`config.mk`:
```
export PLATFORM = sky130hd
export DESIGN_NAME = mem_err_inject
export DESIGN_NICKNAME = d
export VERILOG_FILES = /design/src/rtl/mei_pkg.sv /design/src/rtl/cmd_match.sv /design/src/rtl/duty_timer.sv /design/src/rtl/burst_forcer.sv /design/src/rtl/sat_counter.sv /design/src/rtl/mem_err_inject.sv
export SDC_FILE = /design/constraint.sdc
export NUM_CORES = 1
export LEC_CHECK = 0
export ABC_AREA = 1
export BUFFER_PORTS_ARGS = -buffer_cell sky130_fd_sc_hd__buf_2
export CAP_MARGIN = 20
export CELL_PAD_IN_SITES_DETAIL_PLACEMENT = 1
export CELL_PAD_IN_SITES_GLOBAL_PLACEMENT = 1
export CORE_ASPECT_RATIO = 1.25
export CORE_UTILIZATION = 39
export CTS_BUF_LIST = sky130_fd_sc_hd__clkbuf_8
export CTS_CLUSTER_DIAMETER = 40
export DETAILED_ROUTE_END_ITERATION = 8
export GPL_ROUTABILITY_DRIVEN = 0
export PLACE_DENSITY = 0.95
export SLEW_MARGIN = 20
export SYNTH_ARGS = -nofsm -noshare
export SYNTH_HDL_FRONTEND = slang
export SYNTH_SLANG_ARGS = --single-unit
```
`constraint.sdc`:
```
create_clock -name clk -period 5.55 [get_ports clk]
set_clock_uncertainty 0.2 [all_clocks]
set_input_delay 0.2775 -clock clk [delete_from_list [all_inputs] [get_ports clk]]
set_output_delay 0.2775 -clock clk [all_outputs]
set_load 0.1 [all_outputs]
```
`src/rtl/mei_pkg.sv`:
```
package mei_pkg;
  typedef enum logic {
    BURST_IDLE,
    BURST_CLAIMED
  } burst_state_t;

  localparam int MODE_RD_BIT = 0;
  localparam int MODE_WR_BIT = 1;
  localparam int MAX_BURST   = 8;
  localparam int BEAT_W      = $clog2(MAX_BURST);
endpackage

```
`src/rtl/cmd_match.sv`:
```
module cmd_match #(
  parameter int ADDR_W = 16,
  parameter int CHIP_W = 2,
  parameter logic [CHIP_W-1:0] CHIP_ID = '0
) (
  input  logic              cmd_valid_i,
  input  logic              cmd_is_write_i,
  input  logic [CHIP_W-1:0] cmd_chip_i,
  input  logic [ADDR_W-1:0] cmd_addr_i,
  input  logic [ADDR_W-1:0] cfg_addr_i,
  input  logic [1:0]        cfg_mode_i,
  output logic              hit_o
);
  import mei_pkg::*;

  logic addr_eq;
  logic chip_eq;
  logic kind_ok;

  always_comb begin
    addr_eq = (cmd_addr_i == cfg_addr_i);
    chip_eq = (cmd_chip_i == CHIP_ID);
    kind_ok = cmd_is_write_i ? cfg_mode_i[MODE_WR_BIT] : cfg_mode_i[MODE_RD_BIT];
    hit_o   = cmd_valid_i && addr_eq && chip_eq && kind_ok;
  end
endmodule

```
`src/rtl/duty_timer.sv`:
```
module duty_timer #(
  parameter int TMR_W = 16
) (
  input  logic             clk,
  input  logic             rst_n,
  input  logic             arm_i,
  input  logic             periodic_i,
  input  logic [TMR_W-1:0] on_len_i,
  input  logic [TMR_W-1:0] off_len_i,
  output logic             win_o
);
  localparam int EXT_W = TMR_W + 1;

  logic [TMR_W-1:0] tcnt_q;
  logic             phase_on_q;
  logic [EXT_W-1:0] tcnt_next_ext;
  logic             phase_end;

  always_comb begin
    tcnt_next_ext = {1'b0, tcnt_q} + EXT_W'(1);
    if (phase_on_q) begin
      phase_end = (tcnt_next_ext >= {1'b0, on_len_i});
    end else begin
      phase_end = (tcnt_next_ext >= {1'b0, off_len_i});
    end
    win_o = arm_i && (!periodic_i || phase_on_q);
  end

  always_ff @(posedge clk) begin
    if (!rst_n || !arm_i || !periodic_i) begin
      tcnt_q     <= '0;
      phase_on_q <= 1'b1;
    end else if (phase_end) begin
      tcnt_q     <= '0;
      phase_on_q <= !phase_on_q;
    end else begin
      tcnt_q <= tcnt_next_ext[TMR_W-1:0];
    end
  end


  open_on_arm_chk: assert property (@(posedge clk) disable iff (!rst_n)
    $rose(arm_i) |-> win_o);


  arm_gate_chk: assert property (@(posedge clk) disable iff (!rst_n)
    !arm_i |-> !win_o);
endmodule

```
`src/rtl/burst_forcer.sv`:
```
module burst_forcer #(
  parameter int LANES = 8
) (
  input  logic             clk,
  input  logic             rst_n,
  input  logic             start_i,
  input  logic             bl8_i,
  input  logic             beat_valid_i,
  input  logic [LANES-1:0] mask_i,
  input  logic             level_i,
  output logic             busy_o,
  output logic [LANES-1:0] force_en_o,
  output logic [LANES-1:0] force_val_o
);
  import mei_pkg::*;

  burst_state_t      state_q;
  logic [BEAT_W-1:0] beat_idx_q;
  logic              bl8_q;
  logic [BEAT_W-1:0] last_idx;
  logic              beat_hot;

  always_comb begin
    last_idx = bl8_q ? BEAT_W'(MAX_BURST - 1) : BEAT_W'(MAX_BURST / 2 - 1);
    busy_o   = (state_q == BURST_CLAIMED);
    beat_hot = busy_o && beat_valid_i && !beat_idx_q[0];
  end

  for (genvar g = 0; g < LANES; g++) begin : g_lane
    always_comb begin
      force_en_o[g]  = beat_hot && mask_i[g];
      force_val_o[g] = beat_hot && mask_i[g] && level_i;
    end
  end

  always_ff @(posedge clk) begin
    if (!rst_n) begin
      state_q    <= BURST_IDLE;
      beat_idx_q <= '0;
      bl8_q      <= 1'b0;
    end else if (state_q == BURST_IDLE) begin
      if (start_i) begin
        state_q    <= BURST_CLAIMED;
        beat_idx_q <= '0;
        bl8_q      <= bl8_i;
      end
    end else if (beat_valid_i) begin
      if (beat_idx_q == last_idx) begin
        state_q    <= BURST_IDLE;
        beat_idx_q <= '0;
      end else begin
        beat_idx_q <= beat_idx_q + BEAT_W'(1);
      end
    end
  end


  odd_beat_quiet_chk: assert property (@(posedge clk) disable iff (!rst_n)
    (force_en_o != '0) |-> (beat_valid_i && busy_o));


  val_in_en_chk: assert property (@(posedge clk) disable iff (!rst_n)
    ((force_val_o & ~force_en_o) == '0) && ((force_en_o & ~mask_i) == '0));


  no_restart_chk: assert property (@(posedge clk) disable iff (!rst_n)
    busy_o |-> !start_i);
endmodule

```
`src/rtl/sat_counter.sv`:
```
module sat_counter #(
  parameter int CNT_W = 32
) (
  input  logic             clk,
  input  logic             rst_n,
  input  logic             clr_i,
  input  logic             inc_i,
  output logic [CNT_W-1:0] cnt_o
);
  localparam logic [CNT_W-1:0] CNT_MAX = '1;

  logic [CNT_W-1:0] cnt_q;

  always_ff @(posedge clk) begin
    if (!rst_n || clr_i) begin
      cnt_q <= '0;
    end else if (inc_i && cnt_q != CNT_MAX) begin
      cnt_q <= cnt_q + CNT_W'(1);
    end
  end

  assign cnt_o = cnt_q;


  sat_hold_chk: assert property (@(posedge clk) disable iff (!rst_n)
    (cnt_q == CNT_MAX && !clr_i) |=> (cnt_q == CNT_MAX));


  clr_zero_chk: assert property (@(posedge clk) disable iff (!rst_n)
    clr_i |=> (cnt_q == '0));
endmodule

```
`src/rtl/mem_err_inject.sv`:
```
module mem_err_inject #(
  parameter int ADDR_W = 16,
  parameter int CHIP_W = 2,
  parameter logic [CHIP_W-1:0] CHIP_ID = '0,
  parameter int LANES  = 8,
  parameter int TMR_W  = 16,
  parameter int CNT_W  = 32
) (
  input  logic              clk,
  input  logic              rst_n,
  input  logic              cmd_valid,
  input  logic              cmd_is_write,
  input  logic [CHIP_W-1:0] cmd_chip,
  input  logic [ADDR_W-1:0] cmd_addr,
  input  logic              cmd_bl8,
  input  logic              beat_valid,
  input  logic [ADDR_W-1:0] cfg_addr,
  input  logic [1:0]        cfg_mode,
  input  logic [LANES-1:0]  cfg_mask,
  input  logic              cfg_level,
  input  logic              cfg_arm,
  input  logic              cfg_periodic,
  input  logic [TMR_W-1:0]  cfg_on_len,
  input  logic [TMR_W-1:0]  cfg_off_len,
  input  logic              cnt_clr,
  output logic [LANES-1:0]  force_en,
  output logic [LANES-1:0]  force_val,
  output logic [CNT_W-1:0]  success_cnt
);
  logic hit;
  logic win;
  logic busy;
  logic accept;

  cmd_match #(.ADDR_W(ADDR_W), .CHIP_W(CHIP_W), .CHIP_ID(CHIP_ID)) u_match (
    .cmd_valid_i   (cmd_valid),
    .cmd_is_write_i(cmd_is_write),
    .cmd_chip_i    (cmd_chip),
    .cmd_addr_i    (cmd_addr),
    .cfg_addr_i    (cfg_addr),
    .cfg_mode_i    (cfg_mode),
    .hit_o         (hit)
  );

  duty_timer #(.TMR_W(TMR_W)) u_timer (
    .clk       (clk),
    .rst_n     (rst_n),
    .arm_i     (cfg_arm),
    .periodic_i(cfg_periodic),
    .on_len_i  (cfg_on_len),
    .off_len_i (cfg_off_len),
    .win_o     (win)
  );

  assign accept = hit && win && !busy;

  burst_forcer #(.LANES(LANES)) u_forcer (
    .clk         (clk),
    .rst_n       (rst_n),
    .start_i     (accept),
    .bl8_i       (cmd_bl8),
    .beat_valid_i(beat_valid),
    .mask_i      (cfg_mask),
    .level_i     (cfg_level),
    .busy_o      (busy),
    .force_en_o  (force_en),
    .force_val_o (force_val)
  );

  sat_counter #(.CNT_W(CNT_W)) u_count (
    .clk  (clk),
    .rst_n(rst_n),
    .clr_i(cnt_clr),
    .inc_i(accept),
    .cnt_o(success_cnt)
  );


  count_cause_chk: assert property (@(posedge clk) disable iff (!rst_n)
    (!cnt_clr && !cmd_valid) |=> $stable(success_cnt));


  disarmed_quiet_chk: assert property (@(posedge clk) disable iff (!rst_n)
    (!cfg_arm && !cnt_clr) |=> $stable(success_cnt));
endmodule

```
==> impl_metrics.ini <==
[outcome]
status = complete, no violations

[critical_path]
r2r_cells = 19
r2r_setup_slack_ns = 2.17
crit_path_max_fanout = 16
critPathKind = register to register
cp-start-kind = register
rr_startpoint = u_timer.tcnt_q[0]
cp.arrival_ns = 3.41
crit_required_ns = 5.59
rr_endpoint = u_timer.tcnt_q[5]
end_kind = register

[worst_hold_path]
hold_path_class = input port to register
whs_path_depth = 3
hold_end = u_forcer.bl8_q
hold_path.startpoint = rst_n

[synthesis]
synthTopCellsByArea = dfxtp_1 25%, inv_1 14%, nand2_1 13%
synthCells = 699
synth-simple-area-share_pct = 38.15
synth-seq-cells = 54
synth.net_count = 820
yosysTopAreaCell = dfxtp_1
ys_types = 36
synth_xor_area_share_pct = 4.067
syn_area_mm2 = 0.004307
synth_top_family_by_area = simple AND/OR/NAND/NOR gates
ys_seq_area_share_pct = 25.10
avgSynthCellArea_um2 = 6.161
synth.mux.area_fraction_pct = 0
synth_top_cells_by_count = 156 x inv_1, 145 x nand2_1, 106 x nor2_1, 54 x dfxtp_1, 35 x ha_1
synth_adder_area_share_pct = 10.17
yosysWarnings = 0
netlist.area_leader.share_pct = 25.10
yosysMostFrequentCell = inv_1
synth_compound_area_share_pct = 7.699
ys.flop_type = dfxtp_1
synth_async_sr_flop_share_pct = 0
synth_edf_count = 0

[sta]
setup_viol = 0
finalHoldViolCount = 0
maxSlewViolCount = 0
relSlewSlack_pct = 59.59
tightestPinTransition_ns = 0.6048
rsz0062_at_grt = no
post-route-period-util_pct = 60.87
period_minus_slack_ns = 3.378
timing.fmax_ghz = 0.2960
setup_tns_ns = 0
whs_ns = 0.04640

[die]
core_region_area_mm2 = 0.01067
dieWidth_um = 95.99
die_y_um = 119.5
rows = 42
initial_utilization_pct = 40.37
die-area_mm2 = 0.01147
ioPinCount = 134

[clock_network]
clk_pin_slew_ns = 0.09
cts_root_buf = clkbuf_8
cts_buffer_depth = 2
cts_num_sinks = 54
cts_tree = built
hold_buffers = 0
ctsResizeCount = 0
cts_setup_buffers = 0
clkLatencyLatePin_ns = 0.31
cts_htree_levels = 2
cts_buffers = 5

[global_routing]
antenna_found_initial = 1
grt_pass1_wl_mm = 19.76
grt-busiest-layer = met2
grt_max_degree = 23
gr-usage-met2_pct = 40.60
use_met1_pct = 23.92
grtUsageTotal_pct = 21.49
grt_remaining_overflow = 0
first_global_vias = 4625
use_met3_pct = 2.937

[route]
wl_per_cell_um = 12.40
drt-pass1-iter-count = 4
ant_nets = 0
viasPerCell = 4.850
vias = 4690
first_iter_violations = 91
route.detailed.drc = 0
wl_mm = 11.99

[placement]
place_hpwl_mm = 10.19
portBuffers = 133

[finish]
drive_gt1_share_pct = 20.60
n_antenna_cell = 0
area_growth_pct = 20.83
layout.nets = 955

[power]
power-per-cell-area_mw_per_mm2 = 137.8
p_leak_nw = 2.795
vdd_drop_max_mv = 0.1254

[flow_run]
maxCapViolCount = 0
cells in the final DEF (no fill, tap or decap):
cell | synthesis | final
o211ai_1 | 3 | 3
nand3_1 | 26 | 26
buf_2 | 2 | 133
nor2_2 | 5 | 5
dfxtp_1 | 54 | 54
xor2_1 | 15 | 15
nor2_4 | 4 | 4
and2b_1 | 1 | 1
nor3_1 | 27 | 27
clkinv_2 | 1 | 2
nor3_2 | 1 | 1
nor4_1 | 4 | 4
nor3b_1 | 1 | 1
nand3_2 | 9 | 9
or2_2 | 1 | 1
nand2_1 | 145 | 145
nand4_1 | 15 | 15
ha_1 | 35 | 35
xnor2_1 | 5 | 5
or2_0 | 1 | 1
a21oi_1 | 28 | 28
buf_8 | 0 | 1
a21o_1 | 1 | 1
a31oi_1 | 1 | 1
and2_1 | 2 | 2
clkbuf_8 | 0 | 6
inv_2 | 2 | 2
o21ai_1 | 5 | 5
nor2_1 | 106 | 106
o22ai_1 | 2 | 2
and3_1 | 2 | 2
nand3b_1 | 5 | 5
inv_1 | 156 | 157
o21bai_1 | 3 | 3
nand2_2 | 8 | 8
o21ai_0 | 19 | 19
flip-flops by register name, summed over array words and instances (netlist names):
name                 cells
u_forcer.beat_idx_q      3
u_count.cnt_o           32
u_timer.tcnt_q          16
u_timer.phase_on_q       1
u_forcer.busy_o          1
u_forcer.bl8_q           1
how the worst max path moves through the flow:
stage	startpoint	endpoint	slack [ns]	cells after the start
2_1_floorplan	u_forcer.busy_o	force_val[1]	2.22	5
3_3_place_gp	u_timer.tcnt_q[0]	u_timer.tcnt_q[12]	2.38	19
3_5_place_dp	u_timer.tcnt_q[0]	u_timer.tcnt_q[5]	2.12	19
4_1_cts	u_timer.tcnt_q[0]	u_timer.tcnt_q[5]	2.09	19
5_1_grt	u_timer.tcnt_q[0]	u_timer.tcnt_q[5]	1.81	19
6_report	u_timer.tcnt_q[0]	u_timer.tcnt_q[5]	2.17	19
power breakdown:
| part | internal (mW) | leakage [nW] | switching, mW | total, mW |
|---|---|---|---|---|
| registers | 0.388 | 0.435 | 0.000416 | 0.388 |
| clock network | 0.0993 | 0.0524 | 0.131 | 0.231 |
| logic | 0.0453 | 2.31 | 0.0535 | 0.0988 |
| total | 0.532 | 2.80 | 0.185 | 0.717 |
worst max-delay path, cell delays in order, from the launching register on:
cell      delay (ns)
dfxtp_1         0.41
ha_1            0.22
nand3_2         0.13
nor2_4          0.18
nand3_1         0.08
inv_1           0.09
nand3_1         0.11
nor2_1          0.15
xor2_1          0.21
inv_1           0.10
ha_1            0.31
a21oi_1         0.15
o211ai_1        0.09
inv_1           0.06
nand2_1         0.05
nor2_1          0.09
nand3_1         0.09
nand2_1         0.11
nand3_2         0.28
nor2_1          0.19
cells by family (layout without fill, tap and decap cells):
family	count (synthesis)	in the layout
AND/OR/NAND/NOR	363	363
buffers and inverters	165	301
AO/OA/AOI/OAI	62	62
flip-flops	54	54
adder cells (fa/ha/maj)	35	35
XOR/XNOR	20	20
layout make-up:
| cell class | count | area [um^2] |
|---|---|---|
| fillers | 1527 | 5464 |
| multi-input cells | 480 | 2587 |
| flip-flops and latches | 54 | 1081 |
| repair buffers | 134 | 680.7 |
| inverters | 159 | 598.1 |
| well taps | 132 | 165.2 |
| clock buffers | 6 | 82.58 |
| clock inverters | 2 | 8.758 |
routing by layer:
metal  part of all wire [%]  vias up
li1                       -     2430
met1                     42     2147
met2                     53       97
met3                    3.9       16
met4                    1.8        0
met5                      0        -
metrics by stage:
stage / util, % / power (mW) / cells / cell area [um^2] / worst slack (ns)
CTS: 48.78 / 0.7257 / 967 / 5204 / 2.086
floorplan: - / 0.4481 / 699 / 4307 / 2.221
global route: 48.78 / 0.7509 / 967 / 5204 / 1.810
global placement: 47.78 / 0.4923 / 958 / 5097 / 2.375
finish: 48.78 / 0.7172 / 967 / 5204 / 2.172
detailed placement: 47.92 / 0.4967 / 959 / 5112 / 2.118
No activity file was read; power rests on OpenSTA's default activity.
